===== src/rtl/brslot_ctrl.sv =====
module brslot_ctrl #(
  parameter int NSTG = 8,
  parameter int EXP  = 3
) (
  input  logic            clk,
  input  logic            rst_n,
  input  logic            adv,
  input  logic            fetch_vld,
  input  logic            br_vld,
  input  logic            br_taken,
  input  logic            br_likely,
  output logic            redirect,
  output logic [EXP-1:0]  kill,
  output logic [NSTG-1:0] stage_vld
);

  localparam int DSP = EXP - 1;

  logic [NSTG-1:0] vld_q;
  logic            resolve;
  logic            go_taken;
  logic            drop_slot;

  assign resolve   = adv & br_vld & vld_q[EXP];
  assign go_taken  = resolve & br_taken;
  assign drop_slot = resolve & ~br_taken & br_likely;
  assign redirect  = go_taken;

  genvar g;
  generate
    for (g = 0; g < EXP; g++) begin : g_kill
      if (g == DSP) begin : g_ds
        assign kill[g] = drop_slot;
      end else begin : g_wp
        assign kill[g] = go_taken;
      end
    end
  endgenerate

  always_ff @(posedge clk or negedge rst_n) begin
    if (!rst_n) begin
      vld_q <= '0;
    end else if (adv) begin
      vld_q[0] <= fetch_vld;
      for (int i = 1; i < NSTG; i++) begin
        if (i <= EXP) vld_q[i] <= vld_q[i-1] & ~kill[i-1];
        else          vld_q[i] <= vld_q[i-1];
      end
    end
  end

  assign stage_vld = vld_q;

  assert_stall_hold_R7: assert property (@(posedge clk) disable iff (!rst_n)
    !adv |=> $stable(stage_vld));
  assert_stall_quiet_R7: assert property (@(posedge clk) disable iff (!rst_n)
    !adv |-> (kill == '0 && !redirect));
  assert_taken_flush_R3: assert property (@(posedge clk) disable iff (!rst_n)
    (adv && br_vld && br_taken && stage_vld[EXP]) |=> (!stage_vld[1] && !stage_vld[2]));
  assert_taken_slot_R4: assert property (@(posedge clk) disable iff (!rst_n)
    (adv && br_vld && br_taken && stage_vld[EXP]) |=> (stage_vld[EXP] == $past(stage_vld[DSP])));
  assert_likely_cancel_R6: assert property (@(posedge clk) disable iff (!rst_n)
    (adv && br_vld && !br_taken && br_likely && stage_vld[EXP]) |=> !stage_vld[EXP]);
  assert_plain_nt_R5: assert property (@(posedge clk) disable iff (!rst_n)
    (adv && br_vld && !br_taken && !br_likely) |=> (stage_vld[EXP:1] == $past(stage_vld[EXP-1:0])));
  assert_empty_ex_R8: assert property (@(posedge clk) disable iff (!rst_n)
    !stage_vld[EXP] |-> (kill == '0 && !redirect));
  assert_dead_stays_R9: assert property (@(posedge clk) disable iff (!rst_n)
    (adv && !stage_vld[EXP]) |=> !stage_vld[EXP+1]);

endmodule


===== config.mk =====
export PLATFORM = sky130hd
export DESIGN_NAME = brslot_ctrl
export DESIGN_NICKNAME = d
export VERILOG_FILES = /design/src/rtl/brslot_ctrl.sv
export SDC_FILE = /design/constraint.sdc
export NUM_CORES = 1
export LEC_CHECK = 0
export BUFFER_PORTS_ARGS = -buffer_cell sky130_fd_sc_hd__buf_2
export CORE_AREA = 2 2 39 41
export CTS_BUF_LIST = sky130_fd_sc_hd__clkbuf_8 sky130_fd_sc_hd__clkbuf_16
export DETAILED_ROUTE_END_ITERATION = 8
export DIE_AREA = 0 0 41 43
export SLEW_MARGIN = 0
export SYNTH_ARGS = -nofsm -noshare
export SYNTH_HDL_FRONTEND = slang
export SYNTH_SLANG_ARGS = --single-unit
export TNS_END_PERCENT = 50

===== constraint.sdc =====
create_clock -name clk -period 1.2 [get_ports clk]
set_input_delay 0.06 -clock clk [delete_from_list [all_inputs] [get_ports clk]]
set_output_delay 0.06 -clock clk [all_outputs]
set_load 0.01 [all_outputs]

# After elaboration in Yosys (flattened, before gate mapping)
# Index checks and enable logic that the tools add are counted.
# totals
register_bits	8
input_bits	7
out_inout_bits	12
word_cells	12
# classes
bitwise_logic	11
# ops
cell	n
$and A1 B1 Y1	8
$not A1 Y1	3

# Longest topological paths before layout
# Gate-level depths: netlist of run 1.
# logic_depth
ltp_word	6
ltp_mapped	4
depth_no_buf	2

# Worst setup path before layout of run 1
# No wires, ideal clock.
# synth_path
path_kind	flip-flop to output port
startpoint	register vld_q[3] (netlist: stage_vld[3])
endpoint	output port kill[0]
arrival_ns	0.961
required_ns	1.140
setup_slack_ns	0.179
stages_incl_launch_ff	4
path_buffers	1
cell_sequence	dfrtp_1 > nand3_4 > nor2_1 > buf_4
# synth_between
elab_chain_len	2
# synth_rtl
element	line	rtl
start, declared	19	logic [NSTG-1:0] vld_q;
start signal, assigned by index	46	if (i <= EXP) vld_q[i] <= vld_q[i-1] & ~kill[i-1];
start signal, assigned by index	47	else vld_q[i] <= vld_q[i-1];
$and A1 B1 Y1	24	assign resolve = adv & br_vld & vld_q[EXP];
$and A1 B1 Y1	25	assign go_taken = resolve & br_taken;
end, declared	13	output logic [EXP-1:0] kill,
# No other way between the ends.

# Worst setup path in the final report of run 1
# layout_path
startpoint	register vld_q[3] (netlist: stage_vld[3])
endpoint	output port kill[2]
# layout_between
elab_chain_len	3
# layout_rtl
element	line	rtl
$and A1 B1 Y1	24	
$and A1 B1 Y1 (2 in series)	26	assign drop_slot = resolve & ~br_taken & br_likely;
# No other way between the ends.

==> metrics.md, run 1 <==
| Metric | Value |
|---|---|
| Tot GR Track Use | 0.0905 |
| Die extent in x | 41 um |
| Min-delay worst type | in2reg |
| Synth area leader | dfrtp_1 |
| Crit-path max cell delay | 410 ps |
| Clock Tree Buf Depth | 2 |
| Crit-path max FO | 6 |
| Post-layout net count | 59 |
| PwrDens | 1650 mW/mm2 |
| R2R Path Start | stage_vld[3] |
| Vias per cell | 4.20 |
| Wire length per cell | 10.4 um |
| WS Path Type | reg2out |
| Top cells by count, synth | dfrtp_1 (8), mux2_2 (5), inv_1 (4) |
| CP arrival | 1040 ps |
| Min Tclk post-route | 1100 ps |
| Area Growth Syn to Fin | 34.1% |
| Multiplexer area fraction after synthesis | 0.146 |
| Synth Area in Adders | 0 |
| RSZ-0062 raised after global routing | false |
| Post-DP Area | 462 um2 |
| Worst slew pin tran | 247 ps |
| Largest family of logic cells by synthesized area | simple AND/OR/NAND/NOR gates |
| Root buf cell | clkbuf_8 |
| Placer Congestion | 0.616 |
| CTS clock-pin slew for the worst setup and hold paths | 40 ps |
| Number of fill cells in the layout | 149 |
| Synthesized cell area | 385 um2 |
| Starting density of the core | 0.278 |
| Simple-gate area share of the yosys netlist | 0.159 |
| Design area | 517 um2 |
| Status | finished clean |
| Post-CTS Setup Bufs | 0 |
| Diode count | 0 |
| Reg area | 201 um2 |
| Port buffer count | 18 |
| Setup TNS Final | 0 ps |
| Startpoint class of the critical path | flip-flop |
| Area of the multi-input gates | 139 um2 |
| DP Wirelength | 533 um |
| Hold path start | fetch_vld |
| Skew final | 1.39 ps |
| Die area | 0.00176 mm2 |
| Max reg flops | 8 |
| Fmax | 913 MHz |
| Vias | 277 |
| Pin count of the biggest net entering global routing | 13 |
| Reg2Reg Capture Point | stage_vld[1] |
| Syn_area_per_cell | 12.0 um2 |
| # DRC | 0 |
| Yosys Warn Count | 0 |
| Detail Route Antenna Nets | 0 |
| Reg2Reg Setup Slack | 340 ps |
| Final-report hold violation count | 0 |
| Vias in the first global route | 275 |
| Worst EP required | 1140 ps |
| Clock H-tree levels | 1 |
| Period utilisation layout | 0.913 |
| # setup viols final | 0 |
| CP endpoint kind | output pin |
| R2r worst-path depth | 2 |
| Clock sinks | 8 |
| Share of the synthesized area in the top cell type | 0.519 |
| Mapped Cells | 32 |
| Leakage | 0.273 nW |
| Post-Route WL | 686 um |
| Xor/xnor share of the synthesized area | 0 |
| First-pass GRT wire length | 1.09 mm |
| Tightest hold margin | 69.1 ps |
| Final std cells w/o fill | 66 |
| CTS Buf Count | 3 |
| Cells along the critical path | nand3_4, nor3b_2, buf_2 |
| Synthesis-stage register bit count | 8 |
| Core area | 0.00138 mm2 |
| Dpl cells | 62 |
| Crit-path leading delay family | flip-flops |
| Predominant post-synthesis flop cell | dfrtp_1 |
| Share of cells above drive strength 1 | 0.600 |
| Hold Path End | stage_vld[0] |
| Utilization after layout | 0.373 |
| CTS tree | done |
| Max-cap violations | 0 |
| Max VDD drop | 0.733 mV |
| Synth top area cells | dfrtp_1 (52%), mux2_2 (15%), buf_4 (5.8%) |
| Syn Nets | 39 |
| Worst path depth | 3 |
| Synth Area in Compound Gates | 0.0487 |
| Asr flop ratio synth | 1.00 |
| Pre-Repair DR Iteration Count | 2 |
| Yosys cell types | 12 |
| Die span in y | 43 um |
| Register area share after synthesis | 0.519 |
| Most frequent cell after synthesis | dfrtp_1 |
| Slowest stage cell, crit path | dfrtp_2 |
| Final Slew Violations | 0 |
| Detailed Route Iter0 Violations | 1 |
| Hold Path Stages | 2 |
| Slew HR | 0.835 |
| Gr ovfl total | 0 |
| Post-synth EDFFs | 0 |
| Rows | 14 |
| CP bufs+invs | 1 |
| I/O Pins | 19 |
| Initial antenna violation count | 0 |
| Worst-Skew Late Latency | 220 ps |
[through the flow]
step	setup slack (ps)	total power, mW
final	104	0.853
after global routing	42.1	0.900
after CTS	59.2	0.859
after detailed placement	304	0.538
after global placement	321	0.534
after floorplan	179	0.458
[where the power goes]
part           internal (mW)  switching (mW)
Combinational         0.0883          0.0851
Sequential             0.323          0.0381
Clock                  0.217           0.101
Total                  0.629           0.224
[worst reg2reg max path, stage by stage, from the launching register on]
cell	delay (ps)
dfrtp_2	440
and3_1	210
o22ai_1	130
[cell families (layout without fill, tap and decap cells)]
family / after synthesis / after routing
AO/OA/AOI/OAI: 3 / 3
AND/OR/NAND/NOR: 8 / 8
flip-flops: 8 / 8
buffers and inverters: 8 / 26
multiplexers: 5 / 5
[cells in the final DEF (no fill, tap or decap)]
cell	netlist	layout
nand2_1	3	3
and3_1	1	1
clkbuf_8	0	3
dfrtp_1	8	7
inv_1	4	4
dfrtp_2	0	1
mux2_2	5	5
nor3b_2	1	1
buf_2	0	18
nor2_2	0	1
o22ai_1	3	3
nand3_4	1	1
dlygate4sd3_1	0	1
and4b_1	1	1
[worst max path at each step]
stage                      start      end  slack, ps
CTS                 stage_vld[3]  kill[2]         60
floorplan           stage_vld[3]  kill[0]        180
global route        stage_vld[3]  kill[2]         40
global placement    stage_vld[3]  kill[2]        320
detailed placement  stage_vld[3]  kill[2]        300
finish              stage_vld[3]  kill[2]        100
[cell type report]
cell class,count,share of cell area
tap,16,0.0387
timing repair buffer,19,0.194
multi-input combinational,16,0.269
clock buffer,3,0.0799
sequential,8,0.390
inverter,4,0.0291
[routing by layer]
| metal | GRT usage | share of wire | up-vias |
|---|---|---|---|
| met5 | 0 | 0 | - |
| met1 | 0.124 | 0.44 | 126 |
| met2 | 0.116 | 0.46 | 9 |
| li1 | - | - | 142 |
| met4 | 0.0400 | 0 | 0 |
| met3 | 0.0471 | 0.099 | 0 |
[timing repair]
action	CTS	global route
hold buffers	1	0
gates resized for setup	0	2
hold endpoints to repair	8	0
setup endpoints to repair	0	3
Power figures use the tool's default switching activity.
==> run 2: changes to the inputs <==
--- a/config.mk
+++ b/config.mk
@@ -8,6 +8,7 @@
 export BUFFER_PORTS_ARGS = -buffer_cell sky130_fd_sc_hd__buf_2
 export CORE_AREA = 2 2 39 41
 export CTS_BUF_LIST = sky130_fd_sc_hd__clkbuf_8 sky130_fd_sc_hd__clkbuf_16
+export CTS_CLUSTER_DIAMETER = 50
 export DETAILED_ROUTE_END_ITERATION = 8
 export DIE_AREA = 0 0 41 43
 export SLEW_MARGIN = 0
==> constraint.sdc (replaced) <==
create_clock -name clk -period 1.4 [get_ports clk]
set_input_delay 0.07 -clock clk [delete_from_list [all_inputs] [get_ports clk]]
set_output_delay 0.07 -clock clk [all_outputs]
set_load 0.01 [all_outputs]
==> metrics.md, run 2 (synthesis results as in run 1) <==
| Metric | Value |
|---|---|
| Status | finished clean |
| Starting density of the core | 0.278 |
| Vias per cell | 4.18 |
| Max-cap violations | 0 |
| Worst-Skew Late Latency | 220 ps |
| First-pass GRT wire length | 1.09 mm |
| Placer Congestion | 0.616 |
| Initial antenna violation count | 0 |
| Gr ovfl total | 0 |
| Crit-path max FO | 6 |
| Setup TNS Final | 0 ps |
| Pre-Repair DR Iteration Count | 2 |
| Clock sinks | 8 |
| Die span in y | 43 um |
| Rows | 14 |
| Startpoint class of the critical path | flip-flop |
| WS Path Type | reg2out |
| Clock H-tree levels | 1 |
| # DRC | 0 |
| Min-delay worst type | in2reg |
| Wire length per cell | 10.1 um |
| Vias in the first global route | 275 |
| Design area | 513 um2 |
| Post-Route WL | 667 um |
| CP arrival | 1070 ps |
| Commonest non-fill, non-tap cells in the layout | buf_2 (18), dfrtp_1 (8), mux2_2 (5) |
| Period utilisation layout | 0.812 |
| Final Slew Violations | 0 |
| Detailed Route Iter0 Violations | 1 |
| I/O Pins | 19 |
| Reg area | 200 um2 |
| PostCTS Resize Cnt | 0 |
| Die area | 0.00176 mm2 |
| Area of the multi-input gates | 136 um2 |
| Number of fill cells in the layout | 148 |
| PwrDens | 1420 mW/mm2 |
| CTS Buf Count | 3 |
| Port buffer count | 18 |
| Worst slew pin tran | 247 ps |
| Leakage | 0.275 nW |
| Max reg flops | 8 |
| Skew final | 1.39 ps |
| # setup viols final | 0 |
| Post-layout net count | 59 |
| CTS tree | done |
| Fmax | 880 MHz |
| RSZ-0062 raised after global routing | false |
| Pin count of the biggest net entering global routing | 13 |
| Max VDD drop | 0.627 mV |
| Root buf cell | clkbuf_8 |
| Core area | 0.00138 mm2 |
| CTS clock-pin slew for the worst setup and hold paths | 40 ps |
| Post-DP Area | 462 um2 |
| DP Wirelength | 533 um |
| Detail Route Antenna Nets | 0 |
| Final-report hold violation count | 0 |
| Tot GR Track Use | 0.0905 |
| Vias | 276 |
| Worst EP required | 1330 ps |
| Clock Tree Buf Depth | 2 |
| Die extent in x | 41 um |
| Min Tclk post-route | 1140 ps |
| Area Growth Syn to Fin | 33.1% |
| Share of cells above drive strength 1 | 0.560 |
| Most common cell after layout, fill and taps aside | buf_2 |
| Diode count | 0 |
| Slew HR | 0.835 |
| CP endpoint kind | output pin |
-- run 2: cell counts in the layout (fill, tap and decap cells not counted) --
Identical to the previous run, type by type.
-- run 2: worst max-delay path, stage by stage (launching register included) --
cell and delay [ps]:
dfrtp_1 440, nand3_4 90, nor3b_2 170, buf_2 140
-- run 2: cell type report --
type	count	area share
multi-input combinational	16	0.266
clock buffer	3	0.0805
timing repair buffer	19	0.195
sequential	8	0.390
tap	16	0.0390
inverter	4	0.0293
-- run 2: repair_timing --
item	CTS	global route
endpoints found under the setup margin	0	0
buffers inserted	0	0
hold endpoints to repair	8	0
hold buffers	1	0
-- run 2: through the flow --
stage	worst slack [ps]	hold slack, ps	util	cells	power, mW
floorplan	369	-226	-	32	0.392
global route	139	80.8	0.371	66	0.770
CTS	249	77.8	0.371	66	0.736
finish	263	79.1	0.371	66	0.729
detailed placement	494	-77.5	0.334	62	0.461
global placement	511	-79.6	0.334	62	0.458
-- run 2: path summary, 6_finish.rpt --
| kind | from | end | slack (ps) | cells after the start |
|---|---|---|---|---|
| hold reg to reg | stage_vld[7] | stage_vld[7] | 500 | 1 |
| hold / removal | fetch_vld | stage_vld[0] | 80 | 2 |
| setup / recovery | stage_vld[3] | kill[2] | 260 | 3 |
| max in group asynchronous | rst_n | stage_vld[4] | 1010 | 2 |
| min in group asynchronous | rst_n | stage_vld[1] | 220 | 2 |
| setup reg to reg | stage_vld[3] | stage_vld[1] | 520 | 2 |
-- run 2: power breakdown --
part           leakage, nW  switching, mW  total, mW  internal [mW]
registers            0.101         0.0326      0.309          0.276
clock network       0.0216         0.0865      0.272          0.186
logic                0.152         0.0722      0.148         0.0755
-- run 2: layer usage --
metal | share of wire | GRT usage | up-vias
met3 | 0.10 | 0.0471 | 0
met2 | 0.46 | 0.116 | 9
li1 | - | - | 143
met1 | 0.44 | 0.124 | 124
met4 | 0 | 0.0400 | 0
met5 | 0 | 0 | -
==> run 3: changes to the inputs <==
==> constraint.sdc (replaced) <==
create_clock -name clk -period 1.1 [get_ports clk]
set_input_delay 0.055 -clock clk [delete_from_list [all_inputs] [get_ports clk]]
set_output_delay 0.055 -clock clk [all_outputs]
set_load 0.01 [all_outputs]
==> metrics.md, run 3 (synthesis results as in run 1) <==
| Metric | Value |
|---|---|
| CTS Buf Count | 3 |
| CP endpoint kind | output pin |
| Fmax | 952 MHz |
| CTS tree | done |
| Final-report hold violation count | 0 |
| Worst-Skew Late Latency | 220 ps |
| Skew final | 1.39 ps |
| Vias | 282 |
| Clock sinks | 8 |
| Crit-path max FO | 5 |
| Die area | 0.00176 mm2 |
| Starting density of the core | 0.278 |
| I/O Pins | 19 |
| Post-layout net count | 60 |
| Most common cell after layout, fill and taps aside | buf_2 |
| Placer Congestion | 0.616 |
| RSZ-0062 raised after global routing | true |
| Slew HR | 0.835 |
| Root buf cell | clkbuf_8 |
| Detailed Route Iter0 Violations | 3 |
| Leakage | 0.278 nW |
| Final Slew Violations | 0 |
| Rows | 14 |
| Post-DP Area | 462 um2 |
| Port buffer count | 18 |
| Initial antenna violation count | 0 |
| Min Tclk post-route | 1050 ps |
| Max VDD drop | 0.752 mV |
| Max reg flops | 8 |
| Startpoint class of the critical path | flip-flop |
| Worst slew pin tran | 247 ps |
| Wire length per cell | 10.3 um |
| Detail Route Antenna Nets | 0 |
| Pre-Repair DR Iteration Count | 2 |
| Post-Route WL | 690 um |
| Final setup margin | 49.7 ps |
| Worst EP required | 1040 ps |
| Status | finished clean |
| Tot GR Track Use | 0.0905 |
| Min-delay worst type | in2reg |
| Place WS | 209 ps |
| # setup viols final | 0 |
| Die extent in x | 41 um |
| Vias per cell | 4.21 |
| Area Growth Syn to Fin | 36.0% |
| Diode count | 0 |
| Number of fill cells in the layout | 149 |
| First-pass GRT wire length | 1.09 mm |
| Vias in the first global route | 275 |
| Design area | 524 um2 |
| Commonest non-fill, non-tap cells in the layout | buf_2 (18), dfrtp_1 (7), mux2_2 (5) |
| WS Path Type | reg2out |
| Utilization after layout | 0.379 |
| CP arrival | 1000 ps |
| PwrDens | 1790 mW/mm2 |
| Die span in y | 43 um |
| CTS clock-pin slew for the worst setup and hold paths | 40 ps |
| Core area | 0.00138 mm2 |
| DP Wirelength | 533 um |
| Max-cap violations | 0 |
| Gr ovfl total | 0 |
| Pin count of the biggest net entering global routing | 13 |
| Period utilisation layout | 0.955 |
| Clock Tree Buf Depth | 2 |
| # DRC | 0 |
| Share of cells above drive strength 1 | 0.608 |
| Clock H-tree levels | 1 |
## run 3: cell types whose count changed in the layout (fill, tap and decap cells not counted)
| cell | change |
|---|---|
| dfrtp_1 | -1 |
| nor2_1 | -1 |
| buf_4 | +1 |
| nor2_2 | +1 |
| dfrtp_2 | +1 |
## run 3: final cells by class
| cell class | count | area, um2 | share of cell area |
|---|---|---|---|
| flip-flops and latches | 8 | 201 | 0.384 |
| multi-input cells | 16 | 139 | 0.265 |
| repair buffers | 20 | 108 | 0.205 |
| clock buffers | 3 | 41.3 | 0.0788 |
| well taps | 16 | 20.0 | 0.0382 |
| inverters | 4 | 15.0 | 0.0286 |
## run 3: report_power, final
group | leakage, nW | internal [mW] | switching, mW
Combinational | 0.157 | 0.103 | 0.0954
Sequential | 0.0998 | 0.353 | 0.0402
Clock | 0.0216 | 0.237 | 0.110
## run 3: per-layer routing
metal  vias to the layer above  track usage  part of all wire
met5                         -            0                 0
met4                         0       0.0400                 0
met3                         0       0.0471             0.099
met2                         9        0.116              0.46
met1                       128        0.124              0.44
li1                        145            -                 -
## run 3: worst max-delay path, cell delays in order, from the launching register on
cell and delay (ps):
dfrtp_2 400, nand3_4 80, nor3b_2 150, buf_2 140
## run 3: worst paths after layout
path,from,to,slack (ps),cells after the start
min in group asynchronous,rst_n,stage_vld[1],200,2
worst min register to register,stage_vld[7],stage_vld[7],500,1
worst max-delay path,stage_vld[3],kill[2],50,3
max in group asynchronous,rst_n,stage_vld[3],710,2
worst min-delay path,fetch_vld,stage_vld[0],60,2
worst max register to register,stage_vld[3],stage_vld[4],160,2
## run 3: through the flow
step	std cells	TNS [ps]	power, mW	hold slack, ps
2_1_floorplan	32	0	0.499	-241
3_3_place_gp	62	0	0.583	-94.6
3_5_place_dp	62	0	0.587	-92.5
4_1_cts	66	0	0.939	62.8
5_1_grt	67	-5.96	0.989	65.8
6_report	67	0	0.938	64.1
## run 3: what timing repair did
| item | 4_1_cts | 5_1_grt |
|---|---|---|
| setup endpoints to repair | 4 | 4 |
| gates cloned | 0 | 0 |
| buffers inserted | 0 | 1 |
| gates resized for setup | 1 | 1 |
| hold buffers | 1 | 0 |
| pin swaps | 0 | 2 |
| endpoints found under the hold margin | 8 | 0 |
